**config.mk**
```make
export PLATFORM = sky130hd
export DESIGN_NAME = accum_machine
export DESIGN_NICKNAME = d
export VERILOG_FILES = /design/src/rtl/accum_pkg.sv /design/src/rtl/accum_seq.sv /design/src/rtl/accum_alu.sv /design/src/rtl/accum_datapath.sv /design/src/rtl/accum_machine.sv
export SDC_FILE = /design/constraint.sdc
export NUM_CORES = 1
export LEC_CHECK = 0
export ABC_CLOCK_PERIOD_IN_PS = 2000
export BUFFER_PORTS_ARGS = -buffer_cell sky130_fd_sc_hd__buf_2
export CORE_UTILIZATION = 48
export DETAILED_ROUTE_END_ITERATION = 7
export HOLD_SLACK_MARGIN = 0.06
export PLACE_DENSITY = 0.8
export SYNTH_ARGS = -nofsm -noshare
export SYNTH_HDL_FRONTEND = slang
export SYNTH_SLANG_ARGS = --single-unit
```
**constraint.sdc**
```tcl
create_clock -name clk -period 2 [get_ports clk]
set_clock_uncertainty 0.1 [all_clocks]
set_input_delay 0.5 -clock clk [delete_from_list [all_inputs] [get_ports clk]]
set_output_delay 0.5 -clock clk [all_outputs]
set_load 0.02 [all_outputs]
```
**src/rtl/accum_pkg.sv**
```systemverilog
package accum_pkg;
  localparam int unsigned WORD_W = 8;
  localparam int unsigned ADDR_W = 2;
  localparam int unsigned NWORDS = 1 << ADDR_W;
  localparam int unsigned OPC_BIT = WORD_W - 1;

  typedef enum logic [1:0] {
    PH_FETCH  = 2'd0,
    PH_DECODE = 2'd1,
    PH_EXEC   = 2'd2
  } phase_e;

  typedef struct packed {
    logic ld_ir;
    logic pc_inc;
    logic ld_acc;
    logic alu_add;
  } strobes_t;
endpackage

```
**src/rtl/accum_seq.sv**
```systemverilog
module accum_seq
  import accum_pkg::*;
(
  input  logic     clk,
  input  logic     rst,
  input  logic     hold,
  input  logic     opcode,
  output phase_e   phase,
  output strobes_t strb
);
  phase_e phase_q;

  always_ff @(posedge clk) begin
    if (rst) phase_q <= PH_FETCH;
    else if (!hold) begin
      unique case (phase_q)
        PH_FETCH:  phase_q <= PH_DECODE;
        PH_DECODE: phase_q <= PH_EXEC;
        default:   phase_q <= PH_FETCH;
      endcase
    end
  end

  always_comb begin
    strb = '0;
    unique case (phase_q)
      PH_FETCH: begin
        strb.ld_ir  = 1'b1;
        strb.pc_inc = 1'b1;
      end
      PH_EXEC: begin
        strb.ld_acc  = 1'b1;
        strb.alu_add = opcode;
      end
      default: strb = '0;
    endcase
  end

  assign phase = phase_q;
endmodule

```
**src/rtl/accum_alu.sv**
```systemverilog
module accum_alu #(
  parameter int unsigned W = 8
) (
  input  logic         add_sel,
  input  logic [W-1:0] a,
  input  logic [W-1:0] b,
  output logic [W-1:0] y
);
  always_comb begin
    if (add_sel) y = a + b;
    else         y = a & b;
  end
endmodule

```
**src/rtl/accum_datapath.sv**
```systemverilog
module accum_datapath
  import accum_pkg::*;
(
  input  logic                         clk,
  input  logic                         rst,
  input  strobes_t                     strb,
  input  logic [NWORDS-1:0][WORD_W-1:0] words,
  output logic [ADDR_W-1:0]            pc,
  output logic [WORD_W-1:0]            ir,
  output logic [WORD_W-1:0]            acc
);
  localparam int unsigned OPND_W = WORD_W - 1;

  logic [ADDR_W-1:0] pc_q;
  logic [WORD_W-1:0] ir_q, acc_q, operand, alu_y;

  assign operand = {1'b0, ir_q[OPND_W-1:0]};

  accum_alu #(.W(WORD_W)) u_alu (
    .add_sel (strb.alu_add),
    .a       (acc_q),
    .b       (operand),
    .y       (alu_y)
  );

  always_ff @(posedge clk) begin
    if (rst) begin
      pc_q  <= '0;
      ir_q  <= '0;
      acc_q <= '0;
    end else begin
      if (strb.ld_ir)  ir_q  <= words[pc_q];
      if (strb.pc_inc) pc_q  <= pc_q + 1'b1;
      if (strb.ld_acc) acc_q <= alu_y;
    end
  end

  assign pc  = pc_q;
  assign ir  = ir_q;
  assign acc = acc_q;
endmodule

```
**src/rtl/accum_machine.sv**
```systemverilog
module accum_machine
  import accum_pkg::*;
(
  input  logic       clk,
  input  logic       rst,
  input  logic       manual_mode,
  input  logic       man_ld_ir,
  input  logic       man_pc_inc,
  input  logic       man_ld_acc,
  input  logic       man_alu_add,
  input  logic [7:0] instr0,
  input  logic [7:0] instr1,
  input  logic [7:0] instr2,
  input  logic [7:0] instr3,
  output logic [1:0] pc,
  output logic [7:0] ir,
  output logic [7:0] acc,
  output logic [1:0] phase
);
  phase_e   seq_phase;
  strobes_t seq_strb, man_strb, strb;
  logic [NWORDS-1:0][WORD_W-1:0] words;
  logic [WORD_W-1:0] ir_w;

  assign words = {instr3, instr2, instr1, instr0};
  assign man_strb = '{ld_ir: man_ld_ir, pc_inc: man_pc_inc,
                      ld_acc: man_ld_acc, alu_add: man_alu_add};
  assign strb = manual_mode ? man_strb : seq_strb;

  accum_seq u_seq (
    .clk    (clk),
    .rst    (rst),
    .hold   (manual_mode),
    .opcode (ir_w[OPC_BIT]),
    .phase  (seq_phase),
    .strb   (seq_strb)
  );

  accum_datapath u_dp (
    .clk   (clk),
    .rst   (rst),
    .strb  (strb),
    .words (words),
    .pc    (pc),
    .ir    (ir_w),
    .acc   (acc)
  );

  assign ir    = ir_w;
  assign phase = seq_phase;
endmodule

```
==> summary.txt, run 1 <==
Status
  – Outcome: complete, no violations

Drt
  – DRT Pass-1 Iters: 4
  – Via count: 1382
  – Drt drc: 0
  – Post-route ant nets: 0
  – Final WL: approximately 3.3 mm
  – Wire per inst: approximately 14 um
  – Via/cell ratio: 5.64
  – Initial DRC Count: 29

Timing
  – Worst Tran Pin Value: a little under 600 ps
  – Slew Limit Fails: 0
  – Crit share post-route: a little over nine tenths
  – Final min period: 1950 ps
  – Setup TNS: 0 ps
  – RSZ-0062 raised after global routing: no
  – Final setup vio count: 0
  – Slew HR: ~60%
  – Hold Vio Cnt, Final: 0
  – Fmax: 0.513 GHz

Placement
  – DPL Wire Length: about 2.7 mm
  – I/O Buffers: 58
  – Routability congestion estimate: roughly 0.88

Pwr
  – Worst VDD drop: roughly 0.39 mV
  – Switching power total: 383 uW
  – Switch share: between 30% and 40%
  – Clock power frac: approximately a fifth
  – Cell Pwr Density: 633 nW/um^2
  – Pleak: approximately 0.8 nW
  – Cell-internal power: 749 uW
  – Sequential Power Share: between 40 and 50%
  – Logic gate share of total power: roughly 37%
  – Design Power: roughly 1.1 mW

Clocking
  – Number of setup buffers added after CTS: 0
  – CTS Sinks: 20
  – Clock latency on the worst-skew pair: approximately 300 ps
  – Root buffer cell: clkbuf_4
  – CTS tree: built
  – H-tree levels: 1
  – Clock Tree Buf Depth: 2
  – Worst-path clk slew: 120 ps
  – CTS Buf Count: 3
  – Hold Buf Count CTS: 0

Logic synthesis
  – Cell count after synthesis: 154
  – Synth cell types: 47
  – Seq cells post-synth: 20
  – Synthesized cell area: 1410 um^2
  – Ys flop type: dfxtp_1
  – Largest family of logic cells by synthesized area: compound AO/OA/AOI/OAI gates
  – Post-synth EDFFs: 0
  – Xor/xnor cell area share of the yosys netlist: roughly 1.9%
  – Synth top area cells: dfxtp_1, mux4_2, nand2_1
  – Post-synthesis mux area share: between 10% and 20%
  – Syn Nets: 201
  – Sequential fraction of the synthesis area: 28.5%
  – Synth warn: 0
  – Complex-gate fraction of the synthesized area: between 20 and 25%
  – Post-Synth Simple-Gate Area: between 10% and 20%
  – Asr flop ratio synth: 0%
  – Syn avg cell area: 9.12 um^2
  – Synth area leader: dfxtp_1
  – Post-synth top area share: between 20% and 30%
  – Adder-cell share of the synthesized area: 7.66%

Setup path
  – Setup CP Type: register to register
  – Critical Path RT: 2130 ps
  – R2R depth: 5
  – CP endpoint kind: register
  – Maximum fanout along the worst path: 4
  – Critical Path AT: 2070 ps
  – Worst setup SP type: register

Die
  – Core area: ~2800 um^2
  – Die Height: 56.1 um
  – Initial Util: 51.0%
  – DIE AREA: 3150 um^2
  – Die Wd: about 56 um
  – # IOs: 59
  – Cell row count: 19

Cells and area
  – Final nets: about 260
  – Area Overhead vs Synth: 27.3%
  – Ratio of cells with drive above 1 in the final layout: approximately 42%
  – Final core occ: 64.9%
  – N_diodes: 0
  – Fillcell total: 229

Global route
  – GRT Total Usage: 22.3%
  – Largest net degree at the start of global routing: 23
  – Antenna violations before repair: 0
  – First-pass GRT wire length: between 5 and 6 mm
  – Remaining global-route overflow: 0
  – Vias in the first global route: 1385

Min path
  – Hold depth: 2
  – Hold/Removal Path Class: register to register

Flow run
  – Max-cap violations: 0
## kinds of logic after synthesis
group,count (synthesis)
AND/OR/NAND/NOR,57
AO/OA/AOI/OAI,44
flip-flops,20
buffers and inverters,12
multiplexers,10
adder cells (fa/ha/maj),8
XOR/XNOR,3
## power by group through the flow
| stage | clock, mW | sequential (mW) | combinational [mW] |
|---|---|---|---|
| after floorplan | 0 | 0.510 | 0.255 |
| after global placement | 0 | 0.479 | 0.390 |
| after detailed placement | 0 | 0.482 | 0.402 |
| after CTS | 0.246 | 0.473 | 0.405 |
| after global routing | 0.262 | 0.485 | 0.457 |
| final | 0.240 | 0.477 | 0.415 |
## final cells by class
class                           count  area [um^2]  area share, %
Inverter                            5         18.8           1.05
Clock buffer                        4         36.3           2.03
Tap cell                           31         38.8           2.17
Sequential cell                    20          403           22.5
Multi-Input combinational cell    122          965           53.9
Timing Repair Buffer               63          328           18.3
## cells in the final DEF, fill, tap and decap left out, types with 3 or more instances in the layout
cell       n
a21o_1     3
a21oi_1   14
a311oi_1   4
buf_2     58
buf_4      5
clkbuf_4   3
dfxtp_1   18
ha_1       4
inv_1      5
mux4_2     8
nand2_1   26
nor2_1    14
o211ai_1   5
## sequential cells by signal, indices dropped and copies added, names as in the netlist
register / count
u_dp.pc: 2
u_dp.acc: 8
u_seq.phase: 2
u_dp.ir: 8
## worst max-delay path: stages, from the launching register on
cell      delay (ps)
dfxtp_1          360
ha_1             320
a211oi_2         110
or4b_1           510
a41o_1           230
a311oi_2         250
## cells in the mapped netlist (2+ instances only)
cell	instances
a21oi_1	14
xor2_1	2
nor2b_1	2
o21a_1	2
or3b_1	2
mux4_2	8
a21o_1	3
dfxtp_1	20
a311oi_1	4
clkbuf_8	2
o211ai_1	5
o21ai_0	2
a211oi_1	3
nand2b_1	2
mux2i_1	2
ha_1	7
nand2_1	26
and2_1	2
nor2_1	14
inv_1	5
## per-layer routing
metal	global-route usage [%]	routed length [um]
met4	9.41	33
met5	0	0
met2	41.0	1650
met1	25.4	1440
met3	3.26	203
## path summary, 6_finish.rpt
kind                                 start                  endpoint  slack, ps
setup / recovery  u_dp.acc[1]$_SDFFE_PP0P_  u_dp.acc[5]$_SDFFE_PP0P_         50
hold / removal     u_dp.ir[0]$_SDFFE_PP0P_   u_dp.ir[0]$_SDFFE_PP0P_        380
setup reg to reg  u_dp.acc[1]$_SDFFE_PP0P_  u_dp.acc[5]$_SDFFE_PP0P_         50
hold reg to reg    u_dp.ir[0]$_SDFFE_PP0P_   u_dp.ir[0]$_SDFFE_PP0P_        380
## through the flow
stage | std cells | instance area, um^2 | hold WS [ps] | setup slack [ps]
global route | 245 | 1790 | 408 | 4.41
floorplan | 154 | 1410 | 341 | 30.5
global placement | 241 | 1710 | 360 | 71.0
finish | 245 | 1790 | 381 | 50.7
CTS | 245 | 1750 | 379 | 13.7
detailed placement | 241 | 1710 | 364 | 17.0
## timing repair
item                                    CTS  global route
pin swaps                                 0             1
gates resized for setup                   1             7
endpoints found under the setup margin    1             4
Note: power is estimated with default switching activity, not from simulation.
==> run 2: changes to the inputs <==
--- a/config.mk
+++ b/config.mk
@@ -13,4 +13,5 @@
 export PLACE_DENSITY = 0.8
 export SYNTH_ARGS = -nofsm -noshare
 export SYNTH_HDL_FRONTEND = slang
+export SYNTH_HIERARCHICAL = 1
 export SYNTH_SLANG_ARGS = --single-unit
==> run 2 against run 1 <==
Against the previous run: the run now ends with DRC, setup timing left; count of clock-buffer cells in the layout unchanged; maximum frequency fell by 4.7%; global-route usage rose by 2.3 points; via count rose by 7.0%; synthesized area rose by 2.9%; wire length increased by 14%; sequential power fell by 1%; total power grew 0.53%; sequential share of layout area fell by 0.68 points; critical path type unchanged; critical endpoint is now u_dp/acc[4]$_SDFFE_PP0P_; largest cell class unchanged; highest routed layer unchanged.
==> summary.txt, run 2 <==
Drt
  – Post-route ant nets: 0 (unchanged)
  – Wire per inst: 15.4 um (was 13.6 um)
  – Via/cell ratio: 5.99 (was 5.64)
  – Drt drc: 6 (was 0)
  – Final WL: 3.80 mm (was 3.32 mm)
  – Via count: 1479 (was 1382)
  – DRT Pass-1 Iters: 6 (was 4)
  – Initial DRC Count: 58 (was 29)

Clocking
  – Clock latency on the worst-skew pair: 310 ps (was 300 ps)
  – CTS Sinks: 20 (unchanged)
  – CTS Buf Count: 3 (unchanged)
  – H-tree levels: 1 (unchanged)
  – CTS tree: built (unchanged)
  – Hold Buf Count CTS: 0 (unchanged)
  – Worst-path clk slew: 130 ps (was 120 ps)
  – Clock Tree Buf Depth: 2 (unchanged)
  – Root buffer cell: clkbuf_4 (unchanged)

Global route
  – Largest net degree at the start of global routing: 23 (unchanged)
  – Vias in the first global route: 1467 (was 1385)
  – Antenna violations before repair: 0 (unchanged)
  – GRT Total Usage: 24.6% (was 22.3%)
  – First-pass GRT wire length: 6.31 mm (was 5.62 mm)
  – Remaining global-route overflow: 0 (unchanged)

Timing
  – Final min period: 2040 ps (was 1950 ps)
  – Slew Limit Fails: 0 (unchanged)
  – RSZ-0062 raised after global routing: yes (was no)
  – Worst setup margin: -45.0 ps (was 50.7 ps)
  – Crit share post-route: 102% (was 97.5%)
  – Hold Vio Cnt, Final: 0 (unchanged)
  – Setup TNS: -45.0 ps (was 0 ps)
  – Fmax: 0.489 GHz (was 0.513 GHz)
  – Final setup vio count: 1 (was 0)

Cells and area
  – Final nets: 265 (was 262)
  – Fillcell total: 247 (was 229)
  – Ratio of cells with drive above 1 in the final layout: 46.8% (was 42.1%)
  – Final instance area: 1860 um^2 (was 1790 um^2)
  – Area Overhead vs Synth: 28.7% (was 27.3%)
  – Most common cell after layout, fill and taps aside: buf_2 (unchanged)
  – Final core occ: 66.4% (was 64.9%)
  – N_diodes: 0 (unchanged)
  – Commonest cells after routing, fill and taps aside: buf_2, mux2i_1, nor2_1, dfxtp_1, buf_4 (was buf_2, nand2_1, dfxtp_1)

Logic synthesis
  – Adder-cell share of the synthesized area: 8.30% (was 7.66%)
  – Ys flop type: dfxtp_1 (unchanged)
  – Post-synth top area share: 27.7% (was 28.5%)
  – Synth warn: 6 (was 0)
  – Post-synthesis mux area share: 22.8% (was 14.2%)
  – Synthesized cell area: 1450 um^2 (was 1410 um^2)
  – Syn avg cell area: 9.33 um^2 (was 9.12 um^2)
  – Synth cell types: 38 (was 47)
  – Synth area leader: dfxtp_1 (unchanged)
  – Count leader, synth: mux2i_1 (was nand2_1)
  – Sequential fraction of the synthesis area: 27.7% (was 28.5%)
  – Xor/xnor cell area share of the yosys netlist: 1.82% (was 1.87%)
  – Complex-gate fraction of the synthesized area: 16.3% (was 22.4%)
  – Post-synth EDFFs: 0 (unchanged)
  – Asr flop ratio synth: 0% (unchanged)
  – Synth top area cells: dfxtp_1, mux2i_1, ha_1 (was dfxtp_1, mux4_2, nand2_1)
  – Most instantiated cells after synthesis: mux2i_1, dfxtp_1, nor2_1 (was nand2_1, dfxtp_1, a21oi_1, nor2_1, mux4_2)
  – Syn Nets: 203 (was 201)
  – Seq cells post-synth: 20 (unchanged)
  – Post-Synth Simple-Gate Area: 17.6% (was 19.8%)
  – Cell count after synthesis: 155 (was 154)
  – Largest family of logic cells by synthesized area: multiplexers (was compound AO/OA/AOI/OAI gates)

Die
  – Cell row count: 19 (unchanged)
  – Core area: 2810 um^2 (was 2760 um^2)
  – Die Height: 56.9 um (was 56.1 um)
  – Initial Util: 51.6% (was 51.0%)
  – # IOs: 59 (unchanged)
  – Die Wd: 56.9 um (was 56.1 um)
  – DIE AREA: 3240 um^2 (was 3150 um^2)

Pwr
  – Design Power: 1.14 mW (was 1.13 mW)
  – Pleak: 0.858 nW (was 0.800 nW)
  – Cell Pwr Density: 612 nW/um^2 (was 633 nW/um^2)
  – Worst VDD drop: 0.450 mV (was 0.392 mV)

Setup path
  – Maximum fanout along the worst path: 3 (was 4)
  – Worst R2R Setup Slack: -40 ps (was 50 ps)
  – Setup CP Type: register to register (unchanged)
  – Critical Path RT: 2100 ps (was 2130 ps)
  – Critical path launch point: u_dp/ir[0]$_SDFFE_PP0P_ (was u_dp.acc[1]$_SDFFE_PP0P_)
  – Reg-to-Reg End: u_dp/acc[4]$_SDFFE_PP0P_ (was u_dp.acc[5]$_SDFFE_PP0P_)
  – Worst setup SP type: register (unchanged)
  – CP endpoint kind: register (unchanged)
  – Critical Path AT: 2140 ps (was 2070 ps)
  – R2R Path Start: u_dp/ir[0]$_SDFFE_PP0P_ (was u_dp.acc[1]$_SDFFE_PP0P_)
  – R2R depth: 10 (was 5)

Status
  – Outcome: finished with violations (was complete, no violations)
  – Failing checks: DRC, setup timing

Placement
  – DPL Wire Length: 2.79 mm (was 2.68 mm)
  – Routability congestion estimate: 0.924 (was 0.884)
  – Post-Place Cell Area: 1770 um^2 (was 1710 um^2)
  – Pre-CTS WS: -66.0 ps (was 17.0 ps)
  – I/O Buffers: 58 (unchanged)

Min path
  – Hold/Removal Path Class: primary input to register (was register to register)
  – Hold depth: 3 (was 2)
  – Hold path start: manual_mode (was u_dp.ir[0]$_SDFFE_PP0P_)
  – Hold Path Sink: u_seq/phase[1]$_SDFFE_PP0N_ (was u_dp.ir[0]$_SDFFE_PP0P_)

Flow run
  – Max-cap violations: 0 (unchanged)
run 2: power by group:
| part | switching, mW | internal, mW |
|---|---|---|
| Sequential | 0.0338 | 0.437 |
| Combinational | 0.219 | 0.201 |
| Clock | 0.137 | 0.111 |
run 2: per-layer routing:
layer,vias up,share of wire (%),track usage (%)
met3,10,5.9,3.92
li1,698,-,-
met4,0,1.3,10.8
met5,-,0,0
met1,719,41,27.7
met2,52,52,45.0
run 2: worst max path at each step:
| stage | to | slack [ps] | depth (start not counted) |
|---|---|---|---|
| global route | u_dp/acc[4]$_SDFFE_PP0P_ | -120 | 10 |
| finish | u_dp/acc[4]$_SDFFE_PP0P_ | -40 | 10 |
| CTS | u_dp/acc[6]$_SDFFE_PP0P_ | 4 | 9 |
| global placement | u_dp/acc[6]$_SDFFE_PP0P_ | 10 | 9 |
| detailed placement | u_dp/acc[6]$_SDFFE_PP0P_ | -70 | 9 |
| floorplan | u_dp/acc[6]$_SDFFE_PP0P_ | 10 | 9 |
run 2: cell families (layout without fill, tap and decap cells):
| kind of cell | Yosys count | after routing |
|---|---|---|
| AOI/OAI and AO/OA | 33 | 33 |
| xor gates and xnor gates | 3 | 3 |
| adders and majority gates | 9 | 9 |
| buffers and inverters | 14 | 75 |
| DFF | 20 | 20 |
| muxes | 32 | 32 |
| other | 1 | 1 |
| and+or+nand+nor | 43 | 43 |
run 2: per-stage QoR:
step	hold slack, ps	std cells
floorplan	398	155
finish	391	247
CTS	386	246
global route	380	247
global placement	363	238
detailed placement	392	238
run 2: repair_timing:
| action | CTS | global route |
|---|---|---|
| resized for setup | 1 | 7 |
| pin swaps | 4 | 6 |
| cloned | 0 | 0 |
| endpoints found under the setup margin | 1 | 4 |
| buffers inserted | 4 | 1 |
run 2: area by class of cell:
type / instances / area, um^2 / area share (%)
Multi-Input combinational cell: 121 / 1000 / 54.0
Sequential cell: 20 / 407 / 21.8
Timing Repair Buffer: 67 / 358 / 19.2
Tap cell: 31 / 38.8 / 2.08
Clock buffer: 4 / 36.3 / 1.95
Inverter: 4 / 17.5 / 0.941
run 2: critical path, stage by stage (launching register included):
cell and delay, ps:
dfxtp_2 370, ha_4 170, inv_4 40, fa_2 380
nor2b_4 120, o31a_1 140, buf_4 130, a21oi_2 30
mux2_4 250, mux2i_1 130, nor2_1 60
